$ cat config.mk
export PLATFORM = sky130hd
export DESIGN_NAME = nwt_target
export DESIGN_NICKNAME = d
export VERILOG_FILES = /design/src/rtl/nwt_pkg.sv /design/src/rtl/nwt_fsm.sv /design/src/rtl/nwt_capture.sv /design/src/rtl/nwt_drive.sv /design/src/rtl/nwt_target.sv
export SDC_FILE = /design/constraint.sdc
export NUM_CORES = 1
export LEC_CHECK = 0
export ABC_CLOCK_PERIOD_IN_PS = 2100
export BUFFER_PORTS_ARGS = -buffer_cell sky130_fd_sc_hd__buf_2
export CAP_MARGIN = 10
export CORE_ASPECT_RATIO = 1.25
export CORE_UTILIZATION = 52
export CTS_BUF_LIST = sky130_fd_sc_hd__clkbuf_16
export DETAILED_ROUTE_END_ITERATION = 6
export GPL_TIMING_DRIVEN = 0
export HOLD_SLACK_MARGIN = 0.08
export PLACE_DENSITY_LB_ADDON = 0.3
export SETUP_SLACK_MARGIN = 0.15
export SLEW_MARGIN = 20
export SYNTH_ARGS = -nofsm -noshare
export SYNTH_HDL_FRONTEND = slang
export SYNTH_SLANG_ARGS = --single-unit
$ cat constraint.sdc
create_clock -name clk_i -period 2.1 [get_ports clk_i]
set_input_delay 0.21 -clock clk_i [delete_from_list [all_inputs] [get_ports clk_i]]
set_output_delay 0.21 -clock clk_i [all_outputs]
set_load 0.02 [all_outputs]
$ cat src/rtl/nwt_pkg.sv
package nwt_pkg;
  typedef enum logic [3:0] {
    S_IDLE  = 4'd0,
    S_START = 4'd1,
    S_ADDR  = 4'd2,
    S_SIZE  = 4'd3,
    S_DLO   = 4'd4,
    S_DHI   = 4'd5,
    S_HTAR0 = 4'd6,
    S_HTAR1 = 4'd7,
    S_SYNC  = 4'd8,
    S_TTAR  = 4'd9
  } nwt_state_e;

  localparam logic [3:0] START_MEM_WR = 4'hE;
  localparam logic [3:0] SIZE_ONE     = 4'h0;
  localparam logic [3:0] SYNC_READY   = 4'h0;
  localparam logic [3:0] NIB_ONES     = 4'hF;
endpackage

$ cat src/rtl/nwt_fsm.sv
module nwt_fsm
  import nwt_pkg::*;
#(
  parameter int ADDR_NIBBLES = 7
) (
  input  logic       clk_i,
  input  logic       rst_ni,
  input  logic       frame_ni,
  input  logic [3:0] bus_i,
  input  logic [3:0] strap_i,
  output nwt_state_e state_o
);
  localparam int CNT_W = $clog2(ADDR_NIBBLES + 1);
  localparam logic [CNT_W-1:0] LAST = CNT_W'(ADDR_NIBBLES - 1);

  nwt_state_e state_q, state_d;
  logic [CNT_W-1:0] cnt_q, cnt_d;
  logic [3:0] start_q;

  always_ff @(posedge clk_i or negedge rst_ni) begin
    if (!rst_ni) begin
      state_q <= S_IDLE;
      cnt_q   <= '0;
      start_q <= NIB_ONES;
    end else begin
      state_q <= state_d;
      cnt_q   <= cnt_d;
      if (!frame_ni) start_q <= bus_i; // latest start nibble wins
    end
  end

  always_comb begin
    state_d = state_q;
    cnt_d   = cnt_q;
    if (!frame_ni) begin
      state_d = S_START;
    end else begin
      unique case (state_q)
        S_IDLE:  state_d = S_IDLE;
        S_START: begin
          cnt_d   = '0;
          state_d = (start_q == START_MEM_WR && bus_i == strap_i) ? S_ADDR : S_IDLE;
        end
        S_ADDR: begin
          if (cnt_q == LAST) state_d = S_SIZE;
          else cnt_d = cnt_q + 1'b1;
        end
        S_SIZE:  state_d = (bus_i == SIZE_ONE) ? S_DLO : S_IDLE;
        S_DLO:   state_d = S_DHI;
        S_DHI:   state_d = S_HTAR0;
        S_HTAR0: state_d = S_HTAR1;
        S_HTAR1: state_d = S_SYNC;
        S_SYNC:  state_d = S_TTAR;
        S_TTAR:  state_d = S_IDLE;
        default: state_d = S_IDLE;
      endcase
    end
  end

  assign state_o = state_q;
endmodule

$ cat src/rtl/nwt_capture.sv
module nwt_capture
  import nwt_pkg::*;
#(
  parameter int ADDR_NIBBLES = 7,
  localparam int ADDR_W = 4 * ADDR_NIBBLES
) (
  input  logic              clk_i,
  input  logic              rst_ni,
  input  nwt_state_e        state_i,
  input  logic [3:0]        bus_i,
  output logic [ADDR_W-1:0] addr_o,
  output logic [7:0]        data_o
);
  logic [ADDR_W-1:0] addr_q;

  always_ff @(posedge clk_i or negedge rst_ni) begin
    if (!rst_ni) addr_q <= '0;
    else if (state_i == S_ADDR) addr_q <= {addr_q[ADDR_W-5:0], bus_i};
  end
  assign addr_o = addr_q;

  // lane 0 loads in the first data clock, lane 1 in the second
  for (genvar i = 0; i < 2; i++) begin : g_lane
    localparam nwt_state_e LOAD_ST = (i == 0) ? S_DLO : S_DHI;
    logic [3:0] nib_q;
    always_ff @(posedge clk_i or negedge rst_ni) begin
      if (!rst_ni) nib_q <= '0;
      else if (state_i == LOAD_ST) nib_q <= bus_i;
    end
    assign data_o[4*i +: 4] = nib_q;
  end
endmodule

$ cat src/rtl/nwt_drive.sv
module nwt_drive
  import nwt_pkg::*;
(
  input  nwt_state_e state_i,
  output logic [3:0] bus_o,
  output logic       bus_oe_o,
  output logic       wr_valid_o
);
  always_comb begin
    bus_o      = NIB_ONES;
    bus_oe_o   = 1'b0;
    wr_valid_o = 1'b0;
    unique case (state_i)
      S_SYNC: begin
        bus_o      = SYNC_READY;
        bus_oe_o   = 1'b1;
        wr_valid_o = 1'b1;
      end
      S_TTAR:  bus_oe_o = 1'b1;
      default: ;
    endcase
  end
endmodule

$ cat src/rtl/nwt_target.sv
module nwt_target
  import nwt_pkg::*;
#(
  parameter int ADDR_NIBBLES = 7,
  localparam int ADDR_W = 4 * ADDR_NIBBLES
) (
  input  logic              clk_i,
  input  logic              rst_ni,
  input  logic              frame_ni,
  input  logic [3:0]        bus_i,
  input  logic [3:0]        strap_i,
  output logic [3:0]        bus_o,
  output logic              bus_oe_o,
  output logic              wr_valid_o,
  output logic [ADDR_W-1:0] wr_addr_o,
  output logic [7:0]        wr_data_o
);
  nwt_state_e state;

  nwt_fsm #(.ADDR_NIBBLES(ADDR_NIBBLES)) u_fsm (
    .clk_i    (clk_i),
    .rst_ni   (rst_ni),
    .frame_ni (frame_ni),
    .bus_i    (bus_i),
    .strap_i  (strap_i),
    .state_o  (state)
  );

  nwt_capture #(.ADDR_NIBBLES(ADDR_NIBBLES)) u_cap (
    .clk_i   (clk_i),
    .rst_ni  (rst_ni),
    .state_i (state),
    .bus_i   (bus_i),
    .addr_o  (wr_addr_o),
    .data_o  (wr_data_o)
  );

  nwt_drive u_drv (
    .state_i    (state),
    .bus_o      (bus_o),
    .bus_oe_o   (bus_oe_o),
    .wr_valid_o (wr_valid_o)
  );
endmodule

Yosys cells after proc, flatten, opt, wreduce, memory -nomap -nowiden
Cells that the tools add are included.
{"block": "word_totals", "reg_bits": 47, "output_inout_bits": 42, "wordCells": 36}
{"block": "classes", "addsub": 1, "eq_ne": 14, "muxes": 10, "reduce_logical": 5}
{"cell": "$pmux 4 s8", "n": 1}
{"cell": "$eq 4x3->1 const B", "n": 4}
{"cell": "$eq 4x4->1 const B", "n": 3}
{"cell": "$mux 4", "n": 3}
{"cell": "$eq 4x2->1 const B", "n": 2}
{"cell": "$mux 3", "n": 2}
{"cell": "$pmux 3 s2", "n": 1}
{"cell": "$eq 4x1->1 const B", "n": 1}
{"cell": "$eq 4x4->1", "n": 1}
{"cell": "$logic_not 4->1", "n": 1}
{"cell": "$add 3x1->3 const B", "n": 1}
{"cell": "$eq 3x3->1 const B", "n": 1}
{"cell": "$ne 3x3->1 const B", "n": 1}
{"cell": "$reduce_and 3->1", "n": 1}
{"cell": "$mux 1", "n": 2}
{"cell": "$mux 2", "n": 1}
{"cell": "$ne 2x2->1 const B", "n": 1}
{"cell": "$reduce_bool 2->1", "n": 1}
{"cell": "$reduce_or 2->1", "n": 1}
{"cell": "$logic_and 1x1->1", "n": 1}

Logic depth before layout (Yosys ltp)
Gate-level depths: netlist of the first run.
{"block": "depth", "word_depth": 5, "depth_mapped": 5, "mapped_depth_nobuf": 5}

By module
From an unflattened synthesis of the first run, not the netlist that was laid out.
{"block": "hier_totals", "cells_unflattened": 145, "area_unflattened_um2": 2080.7}
{"mod": "nwt_capture", "instances": 1, "cells_per_inst": 78, "area_per_inst_um2": 1378.8, "seq_area_each_um2": 900.9}
{"mod": "nwt_fsm", "instances": 1, "cells_per_inst": 61, "area_per_inst_um2": 653.1, "seq_area_each_um2": 280.3}
{"mod": "nwt_drive", "instances": 1, "cells_per_inst": 6, "area_per_inst_um2": 48.8, "seq_area_each_um2": 0.0}

Least setup slack after synthesis of the first run
OpenSTA, ideal clock, no wires.
{"block": "synth_path", "kind": "reg2out", "startpoint": "register u_fsm.state_q[3] (netlist: u_fsm.state_o[3])", "endpoint": "output port bus_o[1]", "arrival_time_ns": 1.847, "t_required_ns": 1.890, "slack_ns": 0.043, "path_stages_with_launch": 5, "cell_sequence": "dfrtp_1 clkbuf_1 nor3b_1 nand2b_1 buf_4"}
{"block": "synth_via", "elab_chain_cells": 2}
{"item": "start: declaration", "line": "nwt_fsm.sv:16", "rtl": "nwt_state_e state_q, state_d;"}
{"item": "start signal: assignment", "line": "nwt_fsm.sv:26", "rtl": "state_q <= state_d;"}
{"item": "$eq 4x4->1", "line": "nwt_drive.sv:13", "rtl": "unique case (state_i)"}
{"item": "$mux 4", "line": "nwt_drive.sv:13"}
{"item": "end: declaration", "line": "nwt_target.sv:12", "rtl": "output logic [3:0] bus_o,"}
No other way between the ends.

Worst setup path in the final report of the first run
{"block": "layout_path", "startpoint": "register u_fsm.state_q[1] (netlist: u_fsm.state_o[1])", "endpoint": "register u_fsm.cnt_q[1]"}
{"block": "layout_via", "elab_chain_cells": 3, "word_cells_on_any_way": 6}
{"item": "$eq 4x2->1 / $eq 4x1->1 (equally long branches)", "line": "nwt_fsm.sv:38", "rtl": "unique case (state_q)"}
{"item": "$ne 2x2->1 (no source line) / $reduce_bool 2->1 (equally long branches)"}
{"item": "$reduce_and 3->1 (no source line)"}
{"item": "end signal: assignment", "line": "nwt_fsm.sv:27", "rtl": "cnt_q <= cnt_d;"}
{"item": "end: declaration", "line": "nwt_fsm.sv:17", "rtl": "logic [CNT_W-1:0] cnt_q, cnt_d;"}
Several ways; a longest one is shown, not always the timed one.
A chain may end at the register's enable or synchronous reset.

==> results of run 1 <==
state kept, by name, summed over array words and instances, names as in the netlist:
name and cells:
u_cap.addr_o 28, u_fsm.state_o 4, u_cap.g_lane.nib_q 8, u_fsm.start_q 4, u_fsm.cnt_q 3
layer usage:
metal  vias to the layer above  routed length [um]  GRT usage, %
met3                         8                 140          4.99
li1                        630                   -             -
met1                       666                1550          21.8
met4                         0                  84          9.79
met2                        37                2170          38.4
met5                         -                   0             0
cells by family after synthesis:
kind of cell | after synthesis | share of synthesized area (%)
and+or+nand+nor | 20 | 7.77
buffers and inverters | 14 | 3.86
DFF | 47 | 57.8
adders and majority gates | 2 | 1.22
xor gates and xnor gates | 4 | 1.71
muxes | 40 | 22.0
AOI/OAI and AO/OA | 15 | 5.63
through the flow:
stage,setup slack (ps),cell area (um^2)
2_1_floorplan,336,2050
3_3_place_gp,382,2380
3_5_place_dp,293,2380
4_1_cts,166,2520
5_1_grt,201,2530
6_report,329,2530
synth_stat cells:
| library cell | number | area (um^2) |
|---|---|---|
| inv_1 | 3 | 11.3 |
| o21ai_0 | 3 | 15.0 |
| nor3b_1 | 1 | 7.51 |
| and4b_1 | 1 | 10.0 |
| mux2_2 | 38 | 428 |
| nor4b_1 | 1 | 8.76 |
| a31oi_1 | 2 | 12.5 |
| a41o_1 | 1 | 10.0 |
| buf_2 | 3 | 15.0 |
| dfrtp_1 | 43 | 1080 |
| and4bb_2 | 1 | 12.5 |
| nand2_1 | 3 | 11.3 |
| xnor2_1 | 4 | 35.0 |
| ha_1 | 2 | 25.0 |
| dfstp_2 | 4 | 105 |
| nand3_1 | 3 | 15.0 |
| a21oi_1 | 2 | 10.0 |
| or4_1 | 1 | 7.51 |
| o2bb2ai_1 | 1 | 8.76 |
| a22o_1 | 2 | 17.5 |
| nor4b_4 | 1 | 23.8 |
| clkbuf_1 | 2 | 7.51 |
| nand4b_1 | 1 | 8.76 |
| nand4_1 | 1 | 6.26 |
| or3_1 | 1 | 6.26 |
| mux2_1 | 2 | 22.5 |
| nand2b_1 | 3 | 18.8 |
| nand3b_1 | 1 | 7.51 |
| nor4b_2 | 1 | 15.0 |
| a21bo_2 | 1 | 10.0 |
| a21boi_0 | 1 | 7.51 |
| buf_4 | 6 | 45.0 |
| a221oi_2 | 1 | 15.0 |
| o311ai_0 | 1 | 8.76 |
power by group through the flow:
stage	logic, mW	registers [mW]	clock network, mW
after floorplan	0.0414	0.977	0
after global routing	0.127	0.950	0.788
after CTS	0.116	0.947	0.758
after detailed placement	0.116	0.963	0
after global placement	0.111	0.960	0
final	0.116	0.947	0.743
worst max-delay path by stage:
| stage | start | end | depth (start not counted) |
|---|---|---|---|
| 6_report | u_fsm.state_o[1] | u_fsm.cnt_q[1] | 4 |
| 5_1_grt | u_fsm.state_o[1] | u_fsm.cnt_q[1] | 4 |
| 4_1_cts | u_fsm.state_o[3] | bus_o[3] | 5 |
| 3_5_place_dp | u_fsm.state_o[3] | u_fsm.cnt_q[1] | 4 |
| 3_3_place_gp | u_fsm.state_o[0] | u_cap.addr_o[24] | 4 |
| 2_1_floorplan | u_fsm.state_o[3] | bus_o[1] | 4 |
what timing repair did:
item                                   4_1_cts  5_1_grt
gates resized for setup                      0        2
setup endpoints to repair                    0        3
hold buffers                                 0        1
endpoints found under the hold margin        0       43
worst register-to-register path, cell delays in order (launching register included):
cell and delay (ps):
dfrtp_1 360, buf_2 180, nor4b_1 580, o21ai_0 240, a22o_1 290
area by class of cell:
cell class                 count  area (um^2)  share of cell area (%)
clock inverter                 2         13.8                   0.544
sequential                    47         1180                    46.7
timing repair buffer          53          273                    10.8
multi-input combinational     81          790                    31.2
clock buffer                   5          125                    4.95
inverter                       3         11.3                   0.445
tap                           54         67.6                    2.67
buffer                        11         68.8                    2.72
==> results.yml, run 1 <==
die:
  die_w_um: 58.1
  start_util_pct: 54.0
  dieArea_um2: 4190
  fp.dieH_um: 72.1
  coreArea_um2: 3780
  boundaryPins: 53
  rows: 25
timing:
  hold_viol: 0
  finalSetupViolCount: 0
  drv_slew: 0
  timing.setup.tns_ps: 0
  fmaxAchievable_mhz: 565
  skew_ps: 3.89
  slew_headroom_pct: 59.4
  worstMarginPinSlew_ps: 600
  min_period_ps: 1770
  hold_slack_ps: 223
  rsz0062_at_grt: "false"
  fin_crit_sh_pct: 84.3
final_layout:
  layout-drive-gt1-share_pct: 57.9
  num-nets-final: 215
  layout.cells.most_common: "buf_2"
  fillCellCount: 297
  area_delta_synth_final_pct: 23.7
  final_cell_mix: "buf_2 (54), dfrtp_1 (43), mux2_2 (38)"
  post-route-util_pct: 66.8
  n_antenna_cell: 0
  finalNonFillerCells: 256
setup_path:
  crit_buf_inv: 1
  cp_slowest_cell: "nor4b_1"
  crit_type: "reg -> reg"
  path_cells: "buf_2 > nor4b_1 > o21ai_0 > a22o_1"
  r2r_slack_ps: 330
  r2r_end: "u_fsm.cnt_q[1]"
  critPathMaxStageDelay_ps: 580
  endpoint_kind: "flop"
  path_max_fanout: 10
  start_kind: "flop"
  r2r_start: "u_fsm.state_o[1]"
  cp.required_ps: 2270
  r2r_cells: 4
  worstPathArrival_ps: 1940
  crit_family: "simple AND/OR/NAND/NOR gates"
hold_path:
  hold_end: "u_fsm.state_o[1]"
  hp-start: "strap_i[3]"
  min_path_type: "in -> reg"
  hold_path_depth: 4
global_routing:
  grt_max_degree: 48
  grt_overflow: 0
  antenna_found_initial: 0
  grt_first_pass_wirelength_um: 6420
  track_usage_pct: 20.8
  grt_pass1_vias: 1375
clock_tree:
  post_cts.repair.setup_buffers: 0
  htreeDepth: 2
  cts_sinks: 47
  clockRootBuffer: "clkbuf_16"
  cts_tree: "yes"
  clock_latency_ps: 280
  cts_made_buffers: 5
  clk_pin_slew_ps: 60
  clock_path_buffers: 2
drt:
  vias_per_cell: 5.24
  drcViolationCount: 0
  ant_nets: 0
  routed_wl_um: 3950
  first_pass_iters: 4
  vias: 1341
  wl_per_cell_um: 15.4
  drtIter0Drc: 36
placement:
  dpl.hpwl_um: 2850
  io_buffer_count: 52
  place.gp.congestion: 0.803
  dp.cells: 248
synthesis:
  postSynthCellCount: 142
  yosysWarnings: 0
  synth-seq-cells: 47
  avgSynthCellArea_um2: 14.4
  ys_seq_area_share_pct: 57.8
  syn_area_um2: 2040
  synth_nets: 155
  ys_types: 34
status:
  outcome: "finished clean"
pwr:
  p_switching_uw: 392
  sw_frac_of_total_pct: 21.7
  ir_worst_vdd_mv: 0.584
  powerDensity_nw_per_um2: 714
  p_clk_share_pct: 41.2
  leakage_nw: 1.33
  combPwrFrac_pct: 6.4
  power_frac_seq_pct: 52.4
  internal-power_mw: 1.41
  power_mw: 1.81
job:
  drv_cap: 0
Power figures use the tool's default switching activity.
==> run 2: changes to the inputs <==
--- a/config.mk
+++ b/config.mk
@@ -5,11 +5,11 @@
 export SDC_FILE = /design/constraint.sdc
 export NUM_CORES = 1
 export LEC_CHECK = 0
-export ABC_CLOCK_PERIOD_IN_PS = 2100
+export ABC_CLOCK_PERIOD_IN_PS = 1450
 export BUFFER_PORTS_ARGS = -buffer_cell sky130_fd_sc_hd__buf_2
 export CAP_MARGIN = 10
 export CORE_ASPECT_RATIO = 1.25
-export CORE_UTILIZATION = 52
+export CORE_UTILIZATION = 47
 export CTS_BUF_LIST = sky130_fd_sc_hd__clkbuf_16
 export DETAILED_ROUTE_END_ITERATION = 6
 export GPL_TIMING_DRIVEN = 0
==> constraint.sdc (replaced) <==
create_clock -name clk_i -period 1.45 [get_ports clk_i]
set_input_delay 0.145 -clock clk_i [delete_from_list [all_inputs] [get_ports clk_i]]
set_output_delay 0.145 -clock clk_i [all_outputs]
set_load 0.02 [all_outputs]
==> run 2 against run 1 <==
  * The flow now finishes with violations (setup timing)
  * Wire length rose by 30%
  * Clock skew rose by 2.3 ps
  * Critical endpoint is now bus_o[1]
  * Via count rose by 13%
  * Highest routed layer unchanged
==> results.yml, run 2 (synthesized netlist as in run 1, its figures left out) <==
pwr:
  ir_worst_vdd_mv: 0.924
  powerDensity_nw_per_um2: 933
  power_mw: 2.87
  leakage_nw: 1.55
global_routing:
  grt_first_pass_wirelength_um: 7610
  track_usage_pct: 23.1
  grt_max_degree: 48
  antenna_found_initial: 0
  grt_pass1_vias: 1566
  grt_overflow: 0
clock_tree:
  cts_made_buffers: 5
  clk_pin_slew_ps: 70
  cts_tree: "yes"
  clock_latency_ps: 280
  cts_sinks: 47
  clockRootBuffer: "clkbuf_16"
  htreeDepth: 2
  clock_path_buffers: 2
setup_path:
  crit_type: "reg -> out"
  r2r_start: "u_fsm.state_o[2]"
  worstSetupStartpoint: "u_fsm.state_o[1]"
  path_max_fanout: 7
  start_kind: "flop"
  r2r_slack_ps: -160
  endpoint_kind: "output pin"
  worstPathArrival_ps: 1480
  cp.required_ps: 1310
final_layout:
  fin_area_um2: 3080
  final_cell_mix: "buf_2 (45), dfrtp_1 (43), mux2_4 (36)"
  finalNonFillerCells: 281
  ff_latch_area_um2: 1180
  fillCellCount: 262
  post-route-util_pct: 74.6
  layout-drive-gt1-share_pct: 65.8
  n_antenna_cell: 0
  multi_input_area_um2: 995
  largest_reg_flops: 28
  num-nets-final: 237
  layout.cells.most_common: "buf_2"
  area_delta_synth_final_pct: 50.7
status:
  violations: "setup timing"
  outcome: "finished, violations left"
placement:
  io_buffer_count: 52
  place_area_um2: 2410
  dpl.hpwl_um: 2850
  dp.cells: 250
  place.gp.congestion: 0.741
die:
  rows: 26
  boundaryPins: 53
  die_w_um: 61.0
  dieArea_um2: 4620
  start_util_pct: 49.5
  coreArea_um2: 4130
  fp.dieH_um: 75.7
drt:
  wl_per_cell_um: 18.3
  ant_nets: 0
  vias: 1513
  first_pass_iters: 4
  drtIter0Drc: 35
  drcViolationCount: 0
  routed_wl_um: 5130
  vias_per_cell: 5.38
timing:
  timing.setup.tns_ps: -5690
  min_period_ps: 1620
  drv_slew: 0
  slew_headroom_pct: 60.1
  finalSetupViolCount: 47
  hold_viol: 0
  rsz0062_at_grt: "true"
  skew_ps: 6.24
  worstMarginPinSlew_ps: 598
  fin_crit_sh_pct: 112
  layout_setup_ws_ps: -174
  fmaxAchievable_mhz: 616
hold_path:
  hp-start: "frame_ni"
  min_path_type: "in -> reg"
job:
  drv_cap: 0
-- run 2: where the power goes --
group / internal, mW / switching, mW
sequential: 1.35 / 0.0200
clock: 0.813 / 0.486
combinational: 0.0902 / 0.112
-- run 2: area by class of cell --
type                       instances  area share, %
tap                               56           2.27
timing repair buffer              75           16.7
clock inverter                     3           1.38
multi-input combinational         81           32.3
clock buffer                       5           4.06
inverter                           3          0.366
buffer                            11           4.59
sequential                        47           38.3
-- run 2: stage by stage --
stage          worst slack, ps  hold WS [ps]
2_1_floorplan             -113          -151
3_3_place_gp              -247           358
3_5_place_dp              -290           385
4_1_cts                   -107          84.6
5_1_grt                   -210           192
6_report                  -174           174
-- run 2: repair_timing --
action | 4_1_cts | 5_1_grt
hold buffers | 0 | 1
gates resized for setup | 60 | 22
hold endpoints to repair | 0 | 43
buffers inserted | 19 | 3
setup endpoints to repair | 48 | 49
pin swaps | 9 | 6
-- run 2: per-layer routing --
layer	GRT usage, %	routed length (um)	vias up
li1	-	-	675
met1	27.8	2030	765
met2	39.6	2750	62
met3	5.43	240	11
met4	9.60	114	0
met5	0	0	-
-- run 2: final timing paths --
kind,to,cells past startpoint
worst max register to register,u_fsm.state_o[2],6
min in group asynchronous,u_fsm.state_o[3],2
worst min-delay path,u_fsm.state_o[2],3
max in group asynchronous,u_cap.addr_o[19],2
worst max-delay path,bus_o[1],5
worst min register to register,u_cap.addr_o[24],1
-- run 2: critical path: stages, from the launching register on --
cell and delay, ps:
dfrtp_1 390, buf_6 140, nor3b_4 270, nand2b_4 130, buf_6 140, buf_6 120
